`config.mk`:
```
export PLATFORM = sky130hd
export DESIGN_NAME = queue_dispatch
export DESIGN_NICKNAME = d
export VERILOG_FILES = /design/src/rtl/qd_pkg.sv /design/src/rtl/qd_pend_buf.sv /design/src/rtl/qd_slot_track.sv /design/src/rtl/queue_dispatch.sv
export SDC_FILE = /design/constraint.sdc
export NUM_CORES = 1
export LEC_CHECK = 0
export ABC_AREA = 1
export BUFFER_PORTS_ARGS = -buffer_cell sky130_fd_sc_hd__buf_2
export CORE_MARGIN = 2
export CORE_UTILIZATION = 30
export DETAILED_ROUTE_END_ITERATION = 8
export MAX_ROUTING_LAYER = met4
export PLACE_DENSITY = 0.46
export SETUP_SLACK_MARGIN = 0.02
export SLEW_MARGIN = 20
export SYNTH_ARGS = -nofsm -noshare
export SYNTH_HDL_FRONTEND = slang
export SYNTH_HIERARCHICAL = 1
export SYNTH_SLANG_ARGS = --single-unit
```
`constraint.sdc`:
```
create_clock -name clk -period 20.6 [get_ports clk]
set_clock_uncertainty 0.1 [all_clocks]
set_input_delay 5.15 -clock clk [delete_from_list [all_inputs] [get_ports clk]]
set_output_delay 5.15 -clock clk [all_outputs]
set_load 0.02 [all_outputs]
```
`src/rtl/qd_pkg.sv`:
```
// Package: shared widths and the pending descriptor type for the queue dispatcher.
// Assumes: queue IDs are 6 bits and priorities 2 bits (larger value = more urgent).
package qd_pkg;
    localparam int QID_W  = 6;
    localparam int PRIO_W = 2;

    typedef struct packed {
        logic [PRIO_W-1:0] prio;
        logic [QID_W-1:0]  qid;
    } qdesc_t;
endpackage

```
`src/rtl/qd_pend_buf.sv`:
```
// Module: pending descriptor store with priority/age selection.
// Entries are kept compacted in arrival order (index 0 oldest). The selected
// entry is the highest priority one; ties go to the lowest index (oldest).
// Assumes: push is only raised when full is low, pop only when nonempty is high.
module qd_pend_buf import qd_pkg::*; #(
    parameter int DEPTH = 16
) (
    input  logic   clk,
    input  logic   rst_n,
    input  logic   push,
    input  qdesc_t push_d,
    input  logic   pop,
    output logic   full,
    output logic   nonempty,
    output qdesc_t sel_d
);
    localparam int IW = (DEPTH > 1) ? $clog2(DEPTH) : 1;
    localparam int CW = $clog2(DEPTH + 1);

    qdesc_t            ent [DEPTH];
    qdesc_t            nxt [DEPTH];
    logic [CW-1:0]     cnt;
    logic [CW-1:0]     ncnt;
    logic [IW-1:0]     sel_idx;
    logic [PRIO_W-1:0] best;
    logic              found;

    assign full     = (cnt == CW'(DEPTH));
    assign nonempty = (cnt != '0);
    assign sel_d    = ent[sel_idx];

    // Pick the oldest entry among those of highest priority.
    always_comb begin
        found   = 1'b0;
        sel_idx = '0;
        best    = '0;
        for (int i = 0; i < DEPTH; i++) begin
            if (i < int'(cnt) && (!found || ent[i].prio > best)) begin
                found   = 1'b1;
                sel_idx = IW'(i);
                best    = ent[i].prio;
            end
        end
    end

    // Next contents: close the gap left by a pop, then append a push.
    always_comb begin
        for (int i = 0; i < DEPTH; i++) nxt[i] = ent[i];
        ncnt = cnt;
        if (pop) begin
            for (int i = 0; i < DEPTH - 1; i++) begin
                if (i >= int'(sel_idx)) nxt[i] = ent[i+1];
            end
            ncnt = cnt - CW'(1);
        end
        if (push) begin
            nxt[ncnt[IW-1:0]] = push_d;
            ncnt = ncnt + CW'(1);
        end
    end

    // Register the store contents and fill count.
    always_ff @(posedge clk) begin
        if (!rst_n) begin
            cnt <= '0;
            for (int i = 0; i < DEPTH; i++) ent[i] <= '0;
        end else begin
            cnt <= ncnt;
            for (int i = 0; i < DEPTH; i++) ent[i] <= nxt[i];
        end
    end

    p_no_overflow_r2: assert property (@(posedge clk) disable iff (!rst_n)
        push |-> !full);
    p_pop_nonempty_r4: assert property (@(posedge clk) disable iff (!rst_n)
        pop |-> nonempty);
endmodule

```
`src/rtl/qd_slot_track.sv`:
```
// Module: slot occupancy tracking and free-slot choice.
// Engines are scanned round-robin starting after the last engine that was
// given a queue; inside an engine the lowest empty slot wins.
// Assumes: grant is only raised when any_free is high.
module qd_slot_track #(
    parameter int NUM_ENG = 4,
    parameter int SLOTS   = 2,
    parameter int EW      = 2,
    parameter int SW      = 1
) (
    input  logic                     clk,
    input  logic                     rst_n,
    input  logic                     grant,
    input  logic                     rel_valid,
    input  logic [EW-1:0]            rel_eng,
    input  logic [SW-1:0]            rel_slot,
    output logic [NUM_ENG*SLOTS-1:0] busy,
    output logic                     any_free,
    output logic [EW-1:0]            pick_eng,
    output logic [SW-1:0]            pick_slot
);
    localparam int NS = NUM_ENG * SLOTS;

    logic [EW-1:0] last_eng;
    logic [NS-1:0] rel_hit;
    logic [NS-1:0] pick_hit;
    logic [NS-1:0] busy_n;

    assign any_free = ~&busy;

    // Round-robin engine scan, lowest empty slot within the engine.
    always_comb begin
        logic hit;
        hit       = 1'b0;
        pick_eng  = '0;
        pick_slot = '0;
        for (int k = 1; k <= NUM_ENG; k++) begin
            for (int s = 0; s < SLOTS; s++) begin
                if (!hit && !busy[((int'(last_eng) + k) % NUM_ENG) * SLOTS + s]) begin
                    hit       = 1'b1;
                    pick_eng  = EW'((int'(last_eng) + k) % NUM_ENG);
                    pick_slot = SW'(s);
                end
            end
        end
    end

    // One-hot decode of the release target and of the chosen slot.
    always_comb begin
        for (int i = 0; i < NS; i++) begin
            rel_hit[i]  = (int'(rel_eng) * SLOTS + int'(rel_slot) == i);
            pick_hit[i] = (int'(pick_eng) * SLOTS + int'(pick_slot) == i);
        end
    end

    // Occupancy update: release clears, placement sets (set wins).
    always_comb begin
        busy_n = busy;
        if (rel_valid) busy_n = busy_n & ~rel_hit;
        if (grant)     busy_n = busy_n | pick_hit;
    end

    // Register occupancy and the engine that last received a queue.
    always_ff @(posedge clk) begin
        if (!rst_n) begin
            busy     <= '0;
            last_eng <= EW'(NUM_ENG - 1);
        end else begin
            busy <= busy_n;
            if (grant) last_eng <= pick_eng;
        end
    end

    for (genvar g = 0; g < NS; g++) begin : g_slot_chk
        p_busy_hold_r11: assert property (@(posedge clk) disable iff (!rst_n)
            busy[g] && !(rel_valid && rel_hit[g]) |=> busy[g]);
        p_release_r9: assert property (@(posedge clk) disable iff (!rst_n)
            rel_valid && rel_hit[g] && !(grant && pick_hit[g]) |=> !busy[g]);
    end
endmodule

```
`src/rtl/queue_dispatch.sv`:
```
// Module: prioritized compute queue dispatcher (top).
// Buffers queue descriptors and places one per cycle into a free engine slot
// while both a free slot and a pending descriptor exist. Placement is
// reported on registered outputs one cycle later.
// Assumes: engines release only slots they hold; NUM_ENG >= 2.
module queue_dispatch import qd_pkg::*; #(
    parameter int NUM_ENG = 4,
    parameter int SLOTS   = 2,
    parameter int DEPTH   = 16,
    localparam int EW = $clog2(NUM_ENG),
    localparam int SW = (SLOTS > 1) ? $clog2(SLOTS) : 1,
    localparam int NS = NUM_ENG * SLOTS
) (
    input  logic              clk,
    input  logic              rst_n,
    input  logic              enq_valid,
    output logic              enq_ready,
    input  logic [QID_W-1:0]  enq_qid,
    input  logic [PRIO_W-1:0] enq_prio,
    input  logic              rel_valid,
    input  logic [EW-1:0]     rel_eng,
    input  logic [SW-1:0]     rel_slot,
    output logic              asg_valid,
    output logic [EW-1:0]     asg_eng,
    output logic [SW-1:0]     asg_slot,
    output logic [QID_W-1:0]  asg_qid,
    output logic [NS-1:0]     slot_busy
);
    logic          pb_full;
    logic          pb_nonempty;
    qdesc_t        pb_sel;
    qdesc_t        pb_in;
    logic          any_free;
    logic          grant;
    logic [EW-1:0] pick_eng;
    logic [SW-1:0] pick_slot;
    logic          seen;

    assign enq_ready = !pb_full;
    assign pb_in     = '{prio: enq_prio, qid: enq_qid};
    assign grant     = pb_nonempty && any_free;

    qd_pend_buf #(.DEPTH(DEPTH)) u_buf (
        .clk      (clk),
        .rst_n    (rst_n),
        .push     (enq_valid && enq_ready),
        .push_d   (pb_in),
        .pop      (grant),
        .full     (pb_full),
        .nonempty (pb_nonempty),
        .sel_d    (pb_sel)
    );

    qd_slot_track #(.NUM_ENG(NUM_ENG), .SLOTS(SLOTS), .EW(EW), .SW(SW)) u_slots (
        .clk       (clk),
        .rst_n     (rst_n),
        .grant     (grant),
        .rel_valid (rel_valid),
        .rel_eng   (rel_eng),
        .rel_slot  (rel_slot),
        .busy      (slot_busy),
        .any_free  (any_free),
        .pick_eng  (pick_eng),
        .pick_slot (pick_slot)
    );

    // Register the assignment report for the engines.
    always_ff @(posedge clk) begin
        if (!rst_n) begin
            asg_valid <= 1'b0;
            asg_eng   <= '0;
            asg_slot  <= '0;
            asg_qid   <= '0;
            seen      <= 1'b0;
        end else begin
            asg_valid <= grant;
            asg_eng   <= pick_eng;
            asg_slot  <= pick_slot;
            asg_qid   <= pb_sel.qid;
            seen      <= 1'b1;
        end
    end

    p_hold_full_r3: assert property (@(posedge clk) disable iff (!rst_n)
        !any_free |=> !asg_valid);
    p_one_per_cycle_r4: assert property (@(posedge clk) disable iff (!rst_n)
        seen |-> $countones(slot_busy & ~$past(slot_busy)) <= 1);
    p_asg_marks_busy_r11: assert property (@(posedge clk) disable iff (!rst_n)
        asg_valid |-> slot_busy[int'(asg_eng) * SLOTS + int'(asg_slot)]);
endmodule

```
* Word-level counts from Yosys, hierarchy flattened *
Memory sizes are Yosys's and may differ from the RTL's. A register that Yosys moved wholly into a read port is not among the register bits.
Index checks and enable logic that the tools add are counted.

storage, ports and cells
  word-level logic and storage cells = 326
  input bits = 15
  bits in writable memories = 128
  memories kept = 1
  bits in registers = 19

memories
  memory     words  bits a word  rd ports  clocked after memory_dff  write ports  RTL line           text
  u_buf.ent  16     8            17        1                         16           qd_pend_buf.sv:20  qdesc_t ent [DEPTH];

operators by class
  bitwise gates (word level) = 24
  reductions and logical operators = 79
  magnitude comparators = 56
  multiplexer cells = 133
  equal/unequal tests = 15
  add/subtract/negate cells = 12

operators by type and width
  kind                                                               number
  two-way mux 8 bit                                                  34
  == test 32 x 4 -> 1 bit (second input constant)                    8
  bitwise mux 128 bit                                                1
  == test 32 x 3 -> 1 bit (second input constant)                    4
  < comparator 32 x 5 -> 1 bit (second input constant)               4
  two-way mux 128 bit                                                1
  two-way mux 120 bit                                                1
  == test 32 x 2 -> 1 bit (second input constant)                    2
  logical NOT 32 bit                                                 2
  two-way mux 2 bit                                                  25
  two-way mux 1 bit                                                  48
  < comparator 4 x 5 -> 1 bit (first input constant)                 8
  demux 8 bit (select 4 bit)                                         1
  two-way mux 4 bit                                                  8
  logical NOT 1 bit                                                  31
  greater-than comparator 2 bit                                      15
  greater-or-equal comparator 4 bit (first input constant)           7
  logical AND 1 bit                                                  25
  adder 4 x 2 -> 5 bit (second input constant)                       4
  < comparator 3 x 5 -> 1 bit (first input constant)                 4
  < comparator 4 x 5 -> 1 bit (second input constant)                4
  greater-or-equal comparator 3 x 4 -> 1 bit (first input constant)  4
  bitwise OR 1 bit                                                   16
  logical OR 1 bit                                                   15
  24 further kinds                                                   47

* Depth between registers and ports, before layout *
Gate-level depths: netlist of run 1.

  word-level depth = 68
  mapped depth = 131
  gate-level depth less buffers = 128

* Hierarchy *
The synthesis of run 1 kept the hierarchy.

modules (own cells, without submodules)
  module          sequential area each (um2)  instances  area an instance (um2)  cells each
  qd_pend_buf     2662.6                      1          9825.7                  1603
  qd_slot_track   200.2                       1          1042.2                  178
  queue_dispatch  200.2                       1          307.8                   36

* Worst setup path before layout of run 1 *
Ideal clock, no wire load.

  path type = flip-flop to flip-flop
  start point = register u_buf.cnt[2]
  end point = memory u_buf/ent[4][7] (netlist name)
  data required time = 20.387 ns
  setup time = 0.113 ns
  cell stages (with the launch flop) = 120
  clock period less this slack = 15.983 ns
  arrival = 15.770 ns
  slack = 4.617 ns
  buffers on the path = 3
  cells stage by stage = dfxtp_1 > nor2_4 > nand3_4 > buf_2 > nand2_1 > inv_1 > ha_1 > nand2_1 > inv_1 > a21oi_1 > nand4_1 > nand2_1 > inv_1 > ha_1 > inv_1 > o21bai_1 > nand2_1 > nand2_1 > [... 84 more ...] > o21ai_0 > ha_1 > inv_1 > nor2_1 > o21ai_0 > a21oi_1 > inv_1 > nand2_1 > nor3_4 > nand3_4 > buf_4 > inv_6 > nand2_1 > buf_2 > nand2_1 > nand2_1 > o21ai_1 > inv_1

RTL lines
  element                 RTL line           text
  start, declared         qd_pend_buf.sv:22  logic [CW-1:0] cnt;
  start signal, assigned  qd_pend_buf.sv:68  cnt <= ncnt;
  end, declared           qd_pend_buf.sv:20

==> summary.txt, run 1 <==
Run status
  – Status: complete, no violations

Timing
  – Slew margin rel.: a little over a quarter
  – Max-slew violation count: 0
  – Final period util: between 80 and 90%
  – Worst slew pin tran: about 1100 ps
  – Final setup vio count: 0
  – Peak Freq: 54.6 MHz
  – Setup TNS: 0 ps
  – RSZ-0062 raised after global routing: no
  – Final Hold Vio Count: 0
  – Min Tclk post-route: 18330 ps

Setup path
  – CP max FO: 24
  – Largest stage delay on the critical path: around 560 ps
  – Worst Path Required: 20830 ps
  – Crit path max-delay family: compound AO/OA/AOI/OAI gates
  – Setup crit start kind: register
  – Critical Path End Type: register
  – Most frequent CP cell: o21ai_0
  – Worst path slowest cell: a21oi_4
  – WP buf/inv: 11
  – WS Path Type: register to register
  – R2r setup slk: about 2300 ps
  – Arrival @ worst endpoint: approximately 19000 ps

Cells and area
  – Most frequent cells in the layout: nand2_1, inv_1, nand3_1
  – Most common cell after layout, fill and taps aside: nand2_1
  – # nets final: 1762
  – Syn-to-layout area delta: 8.34%
  – Layout cells sized above 1: between 10 and 15%
  – # diodes: 0

Routing
  – Via Count: approximately 11000
  – Vias/cell: approximately 5.0
  – Pre-antenna DRT Iters: 7
  – Final ANT Viol Nets: 0
  – DRC viols: 0
  – 1st-iter DRT viols: slightly below 900
  – DR WL/cell: 17.7 um
  – Final WL: 38800 um

CTS
  – CTS sink cnt: 153
  – # H-tree levels: 4
  – Clk slew on worst S/H paths: 70 ps
  – CTS Buf Count: 17
  – CTS tree: done
  – CTS Hold Buffers Added: 0
  – Clock buffer depth: 2
  – Postcts setup bufs: 0
  – # resized after CTS: 0
  – Clock insertion delay at the later pin of the skew report: 450 ps
  – Root Buffer: clkbuf_16

Yosys
  – Cell count after synthesis: roughly 1700
  – Mapped cell area: 10800 sq um
  – Avg Cell Area, Syn: approximately 6.2 sq um
  – Yosys warnings: 6
  – Syn nets: about 1800

Placement
  – GPL Wtd Cong: about 0.88
  – DP HPWL: 27900 um
  – PortBufs: 33

Die
  – Starting density of the core: a little over 30%
  – DIE AREA: 37600 sq um
  – Core area: 35600 sq um
  – I/O pins: 34
  – Die W: 194 um
  – Die height: between 150 and 200 um
  – Row count: 69

Global route
  – Initial antenna violation count: 0
  – Total Routing Usage GR: 21.5%
  – Vias in the first global route: around 11000
  – Largest net degree at the start of global routing: 86
  – GRT Residual Overflow: 0
  – First-pass GRT wire length: slightly above 60000 um

Flow run
  – Number of max-cap violations: 0

Hold path
  – Worst hold-check path type: register to register
## cell type report
type	count	area (sq um)
Fill cell	4093	23800
Inverter	291	1110
Timing Repair Buffer	40	220
Tap cell	461	577
Clock buffer	19	443
Sequential cell	153	3060
Multi-Input combinational cell	1216	6200
Clock inverter	13	119
## metal layers
| layer | vias to the layer above | global-route usage (%) | part of all wire [%] |
|---|---|---|---|
| met3 | 60 | 3.04 | 4.3 |
| li1 | 5497 | - | - |
| met4 | 0 | 6.93 | 2.5 |
| met1 | 5205 | 29.2 | 49 |
| met2 | 263 | 32.8 | 45 |
| met5 | - | - | 0 |
## registers in the layout, indices dropped and copies added (netlist names), named ones only
signal,cells
u_buf/ent,120
u_slots/busy,8
asg_qid,6
u_buf/cnt,5
asg_eng,2
u_slots/last_eng,2
asg_slot,1
asg_valid,1
## path summary, 6_finish.rpt
kind / startpoint / end / cells after the start
max: u_buf/cnt[2] / u_buf/ent[8][6] / 109
max reg2reg: u_buf/cnt[2] / u_buf/ent[8][6] / 109
min reg2reg: u_buf/ent[4][1] / u_buf/ent[4][1] / 2
min: u_buf/ent[4][1] / u_buf/ent[4][1] / 2
## worst min-delay path, delay by kind of cell, from the launching register on
kind	cells	cell delay, ps
AND/OR/NAND/NOR	1	60
flip-flops	1	320
AO/OA/AOI/OAI	1	60
## per-stage QoR
step / hold WS, ps / util (%) / area, sq um / instances / setup slack [ps]
2_1_floorplan: 348 / - / 10800 / 1734 / 4620
3_5_place_dp: 378 / 31.4 / 11200 / 2161 / 2190
3_3_place_gp: 370 / 31.4 / 11200 / 2161 / 2650
6_report: 386 / 33.0 / 11700 / 2193 / 2270
5_1_grt: 404 / 33.0 / 11700 / 2193 / 150
4_1_cts: 388 / 33.0 / 11700 / 2193 / 2130
Power of run 1 is left out: the tool's default activity adds up to more than one toggle a clock period on the data nets, which glitch-free logic cannot reach.
==> run 2: changes to the inputs <==
clock period = 20.8 ns   (was 20.6 ns; I/O delays follow)
==> run 2 against run 1 <==
  * Sequential share of layout area decreased by 0.089 points
  * Non-clock buffer count unchanged
  * Via count rose by 0.44%
  * Cell count hardly changed
  * Clock-buffer cell count unchanged
  * Highest routed layer unchanged
  * Setup slack improved by 130 ps
  * Utilization up 0.11 points
  * Critical path depth stayed put
  * First-iteration DRC count grew 9.6%
  * Cell area rose by 0.34%
  * Largest cell class unchanged
  * Sequential cell count is the same
  * Fmax fell by 0.40%
==> summary.txt, run 2 (same netlist as run 1, synthesis figures left out) <==
Routing
  – Via Count: 11100 (+0.44%)
  – DR WL/cell: 17.7 um (+0.34%)
  – Pre-antenna DRT Iters: 5 (-2)
  – Final ANT Viol Nets: 0 (unchanged)
  – Final WL: 38900 um (+0.38%)
  – Vias/cell: 5.05 (+0.40%)
  – 1st-iter DRT viols: 973 (+9.6%)
  – DRC viols: 0 (unchanged)

Cells and area
  – Register area: 3060 sq um (unchanged)
  – Most common cell after layout, fill and taps aside: nand2_1
  – Regs by FF count: u_buf/ent x120, u_slots/busy x8, asg_qid x6
  – Layout cells sized above 1: 11.1% (+0.12 points)
  – Post-route cell area: 11800 sq um (+0.34%)
  – Multi-input logic area: 6210 sq um (about the same)
  – Fill cells: 4071 (-0.54%)
  – Top reg by flops: u_buf/ent
  – Largest register FFs: 120 (unchanged)
  – # nets final: 1762 (unchanged)
  – Syn-to-layout area delta: 8.71%
  – Most frequent cells in the layout: nand2_1, inv_1, nand3_1

Timing
  – Worst slew pin tran: 1000 ps (-98.4 ps)
  – Final setup vio count: 0 (unchanged)
  – Slew margin rel.: 32.8% (+6.6 points)
  – Final Hold Vio Count: 0 (unchanged)
  – Setup TNS: 0 ps (unchanged)
  – Peak Freq: 54.3 MHz (-0.40%)
  – Min Tclk post-route: 18400 ps (+73.9 ps)
  – RSZ-0062 raised after global routing: no
  – Final period util: 88.5% (-0.50 points)
  – Max-slew violation count: 0 (unchanged)

CTS
  – # H-tree levels: 4 (unchanged)
  – Postcts setup bufs: 0 (unchanged)
  – Clock buffer depth: 2 (unchanged)
  – Clock insertion delay at the later pin of the skew report: 450 ps (about the same)
  – Clk slew on worst S/H paths: 70 ps (about the same)
  – # resized after CTS: 0 (unchanged)
  – CTS Buf Count: 17 (unchanged)
  – Root Buffer: clkbuf_16
  – CTS tree: done
  – CTS sink cnt: 153 (unchanged)
  – CTS Hold Buffers Added: 0 (unchanged)

Setup path
  – WS Path Type: register to register
  – Arrival @ worst endpoint: 18640 ps (+80 ps)
  – Worst path slowest cell: a21oi_4
  – CP max FO: 24 (unchanged)
  – WP buf/inv: 12 (+1)
  – Largest stage delay on the critical path: 550 ps (about the same)
  – Reg2Reg Launch Point: u_buf/cnt[2]
  – Critical Path End Type: register
  – FF-to-FF path depth: 109 (unchanged)
  – Worst Path Required: 21040 ps (+210 ps)
  – Worst r2r dst: u_buf/ent[8][6]
  – R2r setup slk: 2400 ps (+130 ps)
  – Setup crit start kind: register
  – Crit path max-delay family: compound AO/OA/AOI/OAI gates
  – Most frequent CP cell: o21ai_0

Placement
  – GPL Wtd Cong: 0.877 (about the same)
  – DP HPWL: 28000 um (+0.55%)
  – Placed cell area: 11200 sq um (unchanged)
  – PortBufs: 33 (unchanged)

Die
  – Row count: 69 (unchanged)
  – Starting density of the core: 30.5% (unchanged)
  – DIE AREA: 37600 sq um (unchanged)
  – Core area: 35600 sq um (unchanged)
  – Die height: 194 um (unchanged)
  – I/O pins: 34 (unchanged)
  – Die W: 194 um (unchanged)

Global route
  – GRT Residual Overflow: 0 (unchanged)
  – First-pass GRT wire length: 61800 um (+0.29%)
  – GR Util met2: 33.4% (+0.67 points)
  – Grt peak-use layer: met2
  – Largest net degree at the start of global routing: 86 (unchanged)
  – Vias in the first global route: 10600 (-0.24%)
  – Initial antenna violation count: 0 (unchanged)
  – Total Routing Usage GR: 21.5% (about the same)
  – Grt met1 use: 29.3% (+0.070 points)
  – Met3 Usage GRT: 3.03% (-0.017 points)

Run status
  – Status: complete, no violations

Hold path
  – Hold_sp: u_buf/ent[6][0]
  – Hold Path End: u_buf/ent[5][0]
  – WHS Path Cells: 2 (unchanged)
  – Worst hold-check path type: register to register

Flow run
  – Number of max-cap violations: 0 (unchanged)
run 2: worst min-delay path, stage by stage (launching register included):
cell	delay (ps)
dfxtp_1	320
nand2_1	70
a21oi_1	60
run 2: stage by stage:
step           hold slack [ps]  setup WS, ps  util, %  instances
5_1_grt                    416           422     33.1       2193
3_3_place_gp               370          2850     31.4       2161
6_report                   391          2400     33.1       2194
4_1_cts                    386          2330     33.1       2193
2_1_floorplan              348          4820        -       1734
3_5_place_dp               377          2380     31.4       2161
run 2: area by class of cell:
| class | instances | share of cell area (%) |
|---|---|---|
| clock inverter | 13 | 1.22 |
| clock buffer | 19 | 3.85 |
| tap | 461 | 4.90 |
| antenna | 1 | 0.0213 |
| inverter | 291 | 9.43 |
| multi-input combinational | 1216 | 52.7 |
| sequential | 153 | 26.0 |
| timing repair buffer | 40 | 1.87 |
run 2: per-layer routing:
layer	part of all wire [%]	vias up
met3	4.1	39
met4	1.5	0
met2	45	235
met1	49	5293
met5	0	-
li1	-	5507
run 2: worst max path at each step:
stage | depth (start not counted) | start | endpoint | slack (ps)
floorplan | 119 | u_buf/cnt[2] | u_buf/ent[4][7] | 4820
detailed placement | 109 | u_buf/cnt[2] | u_buf/ent[8][0] | 2380
CTS | 109 | u_buf/cnt[2] | u_buf/ent[8][0] | 2330
global placement | 114 | u_buf/cnt[2] | u_buf/ent[8][0] | 2850
finish | 109 | u_buf/cnt[2] | u_buf/ent[8][6] | 2400
global route | 110 | u_buf/cnt[2] | u_buf/ent[8][5] | 420
Power of run 2 is left out for the same reason.
